**src/rtl/hp_evt_agg.sv**
```systemverilog
module hp_evt_agg #(
  parameter int NSLOT = 4,
  parameter int SYNC  = 2
) (
  input  logic                       clk,
  input  logic                       rst_n,
  input  logic                       wr_en,
  input  logic [$clog2(NSLOT+2)-1:0] addr,
  input  logic [31:0]                wdata,
  output logic [31:0]                rdata,
  input  logic [2*NSLOT-1:0]         prsnt_i,
  input  logic [NSLOT-1:0]           btn_i,
  input  logic [NSLOT-1:0]           latch_i,
  input  logic [NSLOT-1:0]           iso_flt_i,
  input  logic [NSLOT-1:0]           con_flt_i,
  input  logic                       cmd_done_i,
  input  logic                       arb_err_i,
  output logic                       irq_o,
  output logic                       serr_o
);
  localparam int AW = $clog2(NSLOT+2);
  localparam int SW = 6*NSLOT;
  localparam logic [5:0] IDLE = 6'b000011;

  logic [SW-1:0]      raw;
  logic [SW-1:0]      sync_q [SYNC];
  logic [SW-1:0]      prev_q;
  logic [SW-1:0]      cur;
  logic [5*NSLOT-1:0] evt_q;
  logic [NSLOT-1:0]   pend, sreq;
  logic [31:0]        slot_rd [NSLOT];
  logic [3:0]         cmask_q;
  logic [1:0]         cdet_q;
  logic [NSLOT:0]     loc;
  logic               csel;

  assign cur = sync_q[SYNC-1];

  always_ff @(posedge clk or negedge rst_n) begin
    if (!rst_n) begin
      for (int k = 0; k < SYNC; k++) sync_q[k] <= {NSLOT{IDLE}};
      prev_q <= {NSLOT{IDLE}};
    end else begin
      sync_q[0] <= raw;
      for (int k = 1; k < SYNC; k++) sync_q[k] <= sync_q[k-1];
      prev_q <= cur;
    end
  end

  for (genvar i = 0; i < NSLOT; i++) begin : g_slot
    logic [5:0] now, old;
    logic [4:0] evt, set, clr;
    logic [6:0] msk;
    logic       sel;

    assign raw[6*i +: 6] = {con_flt_i[i], iso_flt_i[i], latch_i[i], btn_i[i], prsnt_i[2*i +: 2]};
    assign now = cur[6*i +: 6];
    assign old = prev_q[6*i +: 6];
    assign sel = wr_en && (addr == AW'(i+2));

    assign set[0] = now[1:0] != old[1:0];
    assign set[1] = now[4] & ~old[4];
    assign set[2] = now[2] & ~old[2];
    assign set[3] = now[3] ^ old[3];
    assign set[4] = now[5] & ~old[5];
    assign clr    = sel ? wdata[20:16] : 5'b0;

    always_ff @(posedge clk or negedge rst_n) begin
      if (!rst_n) begin
        evt <= '0;
        msk <= '1;
      end else begin
        evt <= (evt & ~clr) | set;
        if (sel) msk <= wdata[30:24];
      end
    end

    assign evt_q[5*i +: 5] = evt;
    assign pend[i] = |(evt & ~msk[4:0]);
    assign sreq[i] = (evt[3] & ~msk[5]) | (evt[4] & ~msk[6]);
    assign slot_rd[i] = {1'b0, msk, 3'b0, evt, 4'b0, now[1:0], 1'b0,
                         now[3], now[2], ~(now[4] | now[5]), 6'b0};
  end

  assign csel = wr_en && (addr == AW'(1));

  always_ff @(posedge clk or negedge rst_n) begin
    if (!rst_n) begin
      cmask_q <= '1;
      cdet_q  <= '0;
    end else begin
      cdet_q <= (cdet_q & ~(csel ? wdata[17:16] : 2'b0)) | {arb_err_i, cmd_done_i};
      if (csel) cmask_q <= wdata[3:0];
    end
  end

  assign loc    = {pend, cdet_q[0] & ~cmask_q[2]};
  assign irq_o  = (|loc) & ~cmask_q[0];
  assign serr_o = ~cmask_q[1] & ((|sreq) | (cdet_q[1] & ~cmask_q[3]));

  always_comb begin
    rdata = '0;
    if (addr == AW'(0)) rdata[NSLOT:0] = loc;
    else if (addr == AW'(1)) rdata = {14'b0, cdet_q, 12'b0, cmask_q};
    else
      for (int i = 0; i < NSLOT; i++)
        if (addr == AW'(i+2)) rdata = slot_rd[i];
  end
endmodule


```
**config.mk**
```make
export PLATFORM = sky130hd
export DESIGN_NAME = hp_evt_agg
export DESIGN_NICKNAME = d
export VERILOG_FILES = /design/src/rtl/hp_evt_agg.sv
export SDC_FILE = /design/constraint.sdc
export NUM_CORES = 1
export LEC_CHECK = 0
export ABC_AREA = 1
export BUFFER_PORTS_ARGS = -buffer_cell sky130_fd_sc_hd__buf_2
export CAP_MARGIN = 20
export CORE_MARGIN = 4
export CORE_UTILIZATION = 45
export DETAILED_ROUTE_END_ITERATION = 6
export HOLD_SLACK_MARGIN = 0.03
export PLACE_DENSITY = 0.67
export REMOVE_ABC_BUFFERS = 1
export SLEW_MARGIN = 25
export SYNTH_ARGS = -nofsm -noshare
export SYNTH_HDL_FRONTEND = slang
export SYNTH_SLANG_ARGS = --single-unit
```
**constraint.sdc**
```tcl
create_clock -name clk -period 1.6 [get_ports clk]
set_input_delay 0.16 -clock clk [delete_from_list [all_inputs] [get_ports clk]]
set_output_delay 0.16 -clock clk [all_outputs]
set_load 0.02 [all_outputs]
```
# [After elaboration in Yosys (flattened, before gate mapping)]
# Cells that the tools add are included.
[word_totals] reg_bits=126 inputBits=64 output_inout_bits=34 elab_cells=134
[classes] eq_ne=9 n_mux=12 n_bitwise=88 n_reduce_logical=12
[op_table] cell="$mux 32" count=4
[op_table] cell="$and 5x5->5" count=8
[op_table] cell="$not 5->5" count=8
[op_table] cell="$mux 31" count=1
[op_table] cell="$not 1->1" count=28
[op_table] cell="$mux 27" count=1
[op_table] cell="$mux 5" count=5
[op_table] cell="$and 1x1->1" count=24
[op_table] cell="$reduce_or 21->1" count=1
[op_table] cell="$or 5x5->5" count=4
[op_table] cell="$reduce_or 5->1" count=4
[op_table] cell="$or 1x1->1" count=9
[op_table] cell="$ne 2x2->1" count=4
[op_table] cell="$eq 3x2->1 const B" count=2
[op_table] cell="$eq 3x3->1 const B" count=2
[op_table] cell="$logic_and 1x1->1" count=5
[op_table] cell="$reduce_or 4->1" count=1
[op_table] cell="$xor 1x1->1" count=4
[op_table] cell="$eq 3x1->1 const B" count=1
[op_table] cell="$logic_not 3->1" count=1
[op_table] cell="$and 2x2->2" count=1
[op_table] cell="$mux 2" count=1
[op_table] cell="$not 2->2" count=1
[op_table] cell="$or 2x2->2" count=1

# [Longest topological paths before layout]
[depth] depth_word=8 ltp_mapped=8 mapped_depth_nobuf=7

# [Worst setup path before layout]
# Ideal clock, no wire load.
[synth_path] path_kind="input to output" from="input port addr[0]" to="output port rdata[10]" t_arrival_ns=1.254 t_required_ns=1.440 slack_ns=0.186 cell_stages=6 path_buffers=2 path_cell_list="buf_4 > nand2_1 > nor2_4 > buf_2 > nand2_1 > a31oi_1"
[synth_via] elab_chain_len=7 elab_cells_between_ends=12 classes_between="eq/ne: 5; mux: 6; reduce/logical: 1"
[synth_rtl] item="start: declaration" line="8" source="input logic [$clog2(NSLOT+2)-1:0] addr,"
[synth_rtl] item="$eq 3x2->1" line="107" source="if (addr == AW'(i+2)) rdata = slot_rd[i];"
[synth_rtl] item="$mux 31" line="107"
[synth_rtl] item="$mux 32 (3 in series)" line="107"
[synth_rtl] item="$mux 32" line="104" source="else if (addr == AW'(1)) rdata = {14'b0, cdet_q, 12'b0, cmask_q};"
[synth_rtl] item="$mux 27 (*)" line="103" source="if (addr == AW'(0)) rdata[NSLOT:0] = loc;"
[synth_rtl] item="end: declaration" line="10" source="output logic [31:0] rdata,"
# Mark *: on every way between the ends. The rest lies on a longest branch, timed or not.

# [Final worst setup path]
[layout_path] from="register g_slot[1].msk[1]" to="output port irq_o"
[layout_via] elab_chain_len=4
[layout_rtl] item="start: declaration" line="53" source="logic [6:0] msk;"
[layout_rtl] item="start signal: assignment" line="74" source="if (sel) msk <= wdata[30:24];"
[layout_rtl] item="$not 5->5" line="79" source="assign pend[i] = |(evt & ~msk[4:0]);"
[layout_rtl] item="$and 5x5->5" line="79"
[layout_rtl] item="$reduce_or 21->1" line="98" source="assign irq_o = (|loc) & ~cmask_q[0];"
[layout_rtl] item="$and 1x1->1" line="98"
[layout_rtl] item="end: declaration" line="18" source="output logic irq_o,"
# Every way passes these cells.

==> summary.txt <==
Clock network
  • H-tree levels: 4
  • CTS Buf Count: 17
  • Worst-path clk slew: 0.06 ns
  • Num Clock Sinks: roughly 130
  • CTS tree: built
  • Maximum root-to-sink buffer count: 2
  • Worst-Skew Late Latency: 0.41 ns
  • CTS Root Cell: clkbuf_16

Detailed routing
  • First drt pass iteration count: 5
  • DR vias: around 4,000
  • # DRC: 0
  • DR WL/cell: 15.6 um
  • Via/cell ratio: approximately 5
  • Post-Route WL: 12.4 mm
  • ANT nets after route: 0
  • First DRT Iteration DRCs: approximately 240

Global routing
  • Grt total ovfl: 0
  • Met2 Usage GRT: 0.318
  • Vias in the first global route: between 4,000 and 5,000
  • Global-route wire length before repair: roughly 20 mm
  • Largest net degree at the start of global routing: 38
  • GRT Util Overall: 0.200
  • Busiest layer in global routing: met2
  • Met1 Usage GRT: 0.254
  • M3 GR Usage: 0.0532
  • Antenna violations before repair: 0

Synth
  • Synth async-reset ratio: 1.00
  • Syn Inst Count: between 400 and 500
  • Seq/Total Area, Yosys: 0.626
  • Post-synth top area cell: dfrtp_1
  • Synth top area share: 0.340
  • Yosys warns: 0
  • Synth top area cells: dfrtp_1 (34%), dfstp_2 (29%), nand2_1 (7.4%)
  • Avg Cell Area, Syn: roughly 10 um^2
  • Synthesized area: ~5100 um^2
  • Synth Register Bits: roughly 130
  • Post-synth EDFFs: 0
  • Synth cell types: 29
  • Post-synth top flop: dfrtp_1

Worst hold path
  • Hold WC Path Type: in2reg
  • Min-delay src: wdata[24]

Power and ir drop
  • Final Power: between 8 and 9 mW
  • Max VDD drop: between 1 and 1.5 mV
  • Pwr Density: 1260 nW/um^2
  • LEAKAGE: ~3.3 nW

Place
  • IO buf count: between 70 and 80
  • Final HPWL DP: 8.34 mm
  • Gpl congestion: 0.873
  • Post-place setup slack: around 0.11 ns

Critical path
  • Worst Setup SP: g_slot[1].msk[1]
  • CP required: ~1.4 ns
  • CP Max Fanout: 2
  • WP data arrival: approximately 1.7 ns
  • Setup crit end kind: output port
  • CP max-delay cell: dfstp_2
  • Worst r2r src: g_slot[1].msk[3]
  • Critical path class: reg2out
  • Worst setup SP type: register
  • Delay-heaviest family, CP: flip-flops
  • Worst path cell trace: inv_2 > nand2_2 > nand2_1 > nor2_1 > nand2_1 > nor2_1 > a21oi_2 > buf_4
  • Buf+Inv Stages, Crit Path: 2
  • Max incr delay on CP: ~0.55 ns

Timing
  • Fmax achieved: about 550 MHz
  • Final period util: 1.14
  • Min Tclk post-route: ~1.8 ns
  • Fin. Hold Viols: 0
  • Final TNS setup: -1.07 ns
  • Final Slew Violations: 0
  • Clock skew: 0.00314 ns
  • Setup ws final: -0.232 ns
  • Final Setup Violations: 11
  • RSZ-0062 raised after global routing: yes

Final layout
  • Most common cell after layout, fill and taps aside: nand2_1
  • Multi-input logic area: about 1700 um^2
  • Seq. cell area: ~3200 um^2
  • NumNets Final: around 710
  • Layout cells sized above 1: 0.420
  • Area growth, synth to finish: 35.9%
  • Fill count: roughly 860
  • Most frequent cells in the layout: nand2_1 (87), dfrtp_1 (70), dfstp_2 (56), buf_2 (55), inv_1 (49)
  • N_diodes: 0

Job
  • MaxCap Viol Count: 0

Floorplanning
  • Core Box Area: 11,000 um^2
  • Initial core utilization: 0.467
  • Io pins: 98
  • Die Span X: ~110 um
  • Total die area: ~13,000 um^2
  • Cell Rows: 38
  • Die Y: between 100 and 150 um

Status
  • Failing checks: negative setup slack
  • Status: finished with violations
-- cells in the mapped netlist (8+ instances only) --
| library cell | count |
|---|---|
| nand2_1 | 102 |
| dfrtp_1 | 70 |
| inv_1 | 62 |
| dfstp_2 | 56 |
| o21ai_0 | 47 |
| a21oi_1 | 28 |
| nor2_1 | 28 |
| o21ai_2 | 14 |
| nand3_1 | 12 |
| xnor2_1 | 12 |
| buf_4 | 11 |
| buf_6 | 8 |
-- worst paths after layout --
kind	cells after the start	to	slack, ns
worst max-delay path	8	irq_o	-0.23
max in group asynchronous	3	g_slot[3].msk[2]	0.76
worst min-delay path	3	g_slot[2].msk[0]	0.04
worst max register to register	4	g_slot[1].msk[3]	0.66
worst min register to register	0	cur[20]	0.35
min in group asynchronous	2	g_slot[0].evt[0]	0.22
-- timing repair --
item | CTS | global route
hold buffers | 31 | 0
buffers inserted | 8 | 6
endpoints found under the setup margin | 10 | 17
pin swaps | 12 | 27
endpoints found under the hold margin | 81 | 0
gates resized for setup | 45 | 33
-- metal layers --
layer	up-vias	wire length, um
met1	1899	5200
met2	130	6100
met4	0	350
met5	-	0
li1	1872	-
met3	29	767
-- sequential cells by signal (all words and copies together) (netlist names) --
name,flops
g_slot.evt,20
cur,24
prev_q,24
g_slot.msk,28
sync_q,24
cdet_q,2
cmask_q,4
-- power breakdown --
| group | internal (mW) | total [mW] | leakage, nW | switching, mW |
|---|---|---|---|---|
| Clock | 2.31 | 3.73 | 0.280 | 1.43 |
| Sequential | 3.60 | 3.78 | 1.35 | 0.189 |
| Combinational | 0.549 | 1.26 | 1.63 | 0.716 |
-- kinds of logic (layout without fill, tap and decap cells) --
family / count (synthesis) / count (layout) / synth area share
AO/OA/AOI/OAI: 119 / 119 / 0.137
XOR/XNOR: 12 / 12 / 0.0204
buffers and inverters: 86 / 236 / 0.0834
flip-flops: 126 / 126 / 0.626
other: 1 / 10 / 0.000729
AND/OR/NAND/NOR: 154 / 154 / 0.132
-- area by class of cell --
cell class	instances	share of cell area
Sequential cell	126	0.461
Multi-Input combinational cell	295	0.237
Timing Repair Buffer	139	0.157
Clock buffer	17	0.0608
Inverter	65	0.0352
Tap cell	140	0.0250
Clock inverter	15	0.0233
-- tightest hold or removal path: cells and delay by family --
family | cells | cell delay (ns)
buf+inv | 2 | 0.21
compound gates | 1 | 0.07
-- per-stage QoR --
stage	hold WS, ns	area, um^2	utilization	cells
floorplan	-0.136	5000	-	486
global placement	0.0975	5790	0.525	720
detailed placement	0.106	5790	0.525	720
CTS	0.0396	6860	0.622	791
global route	0.0514	6990	0.634	797
finish	0.0450	6990	0.634	797
(Power assumes the default switching activity.)
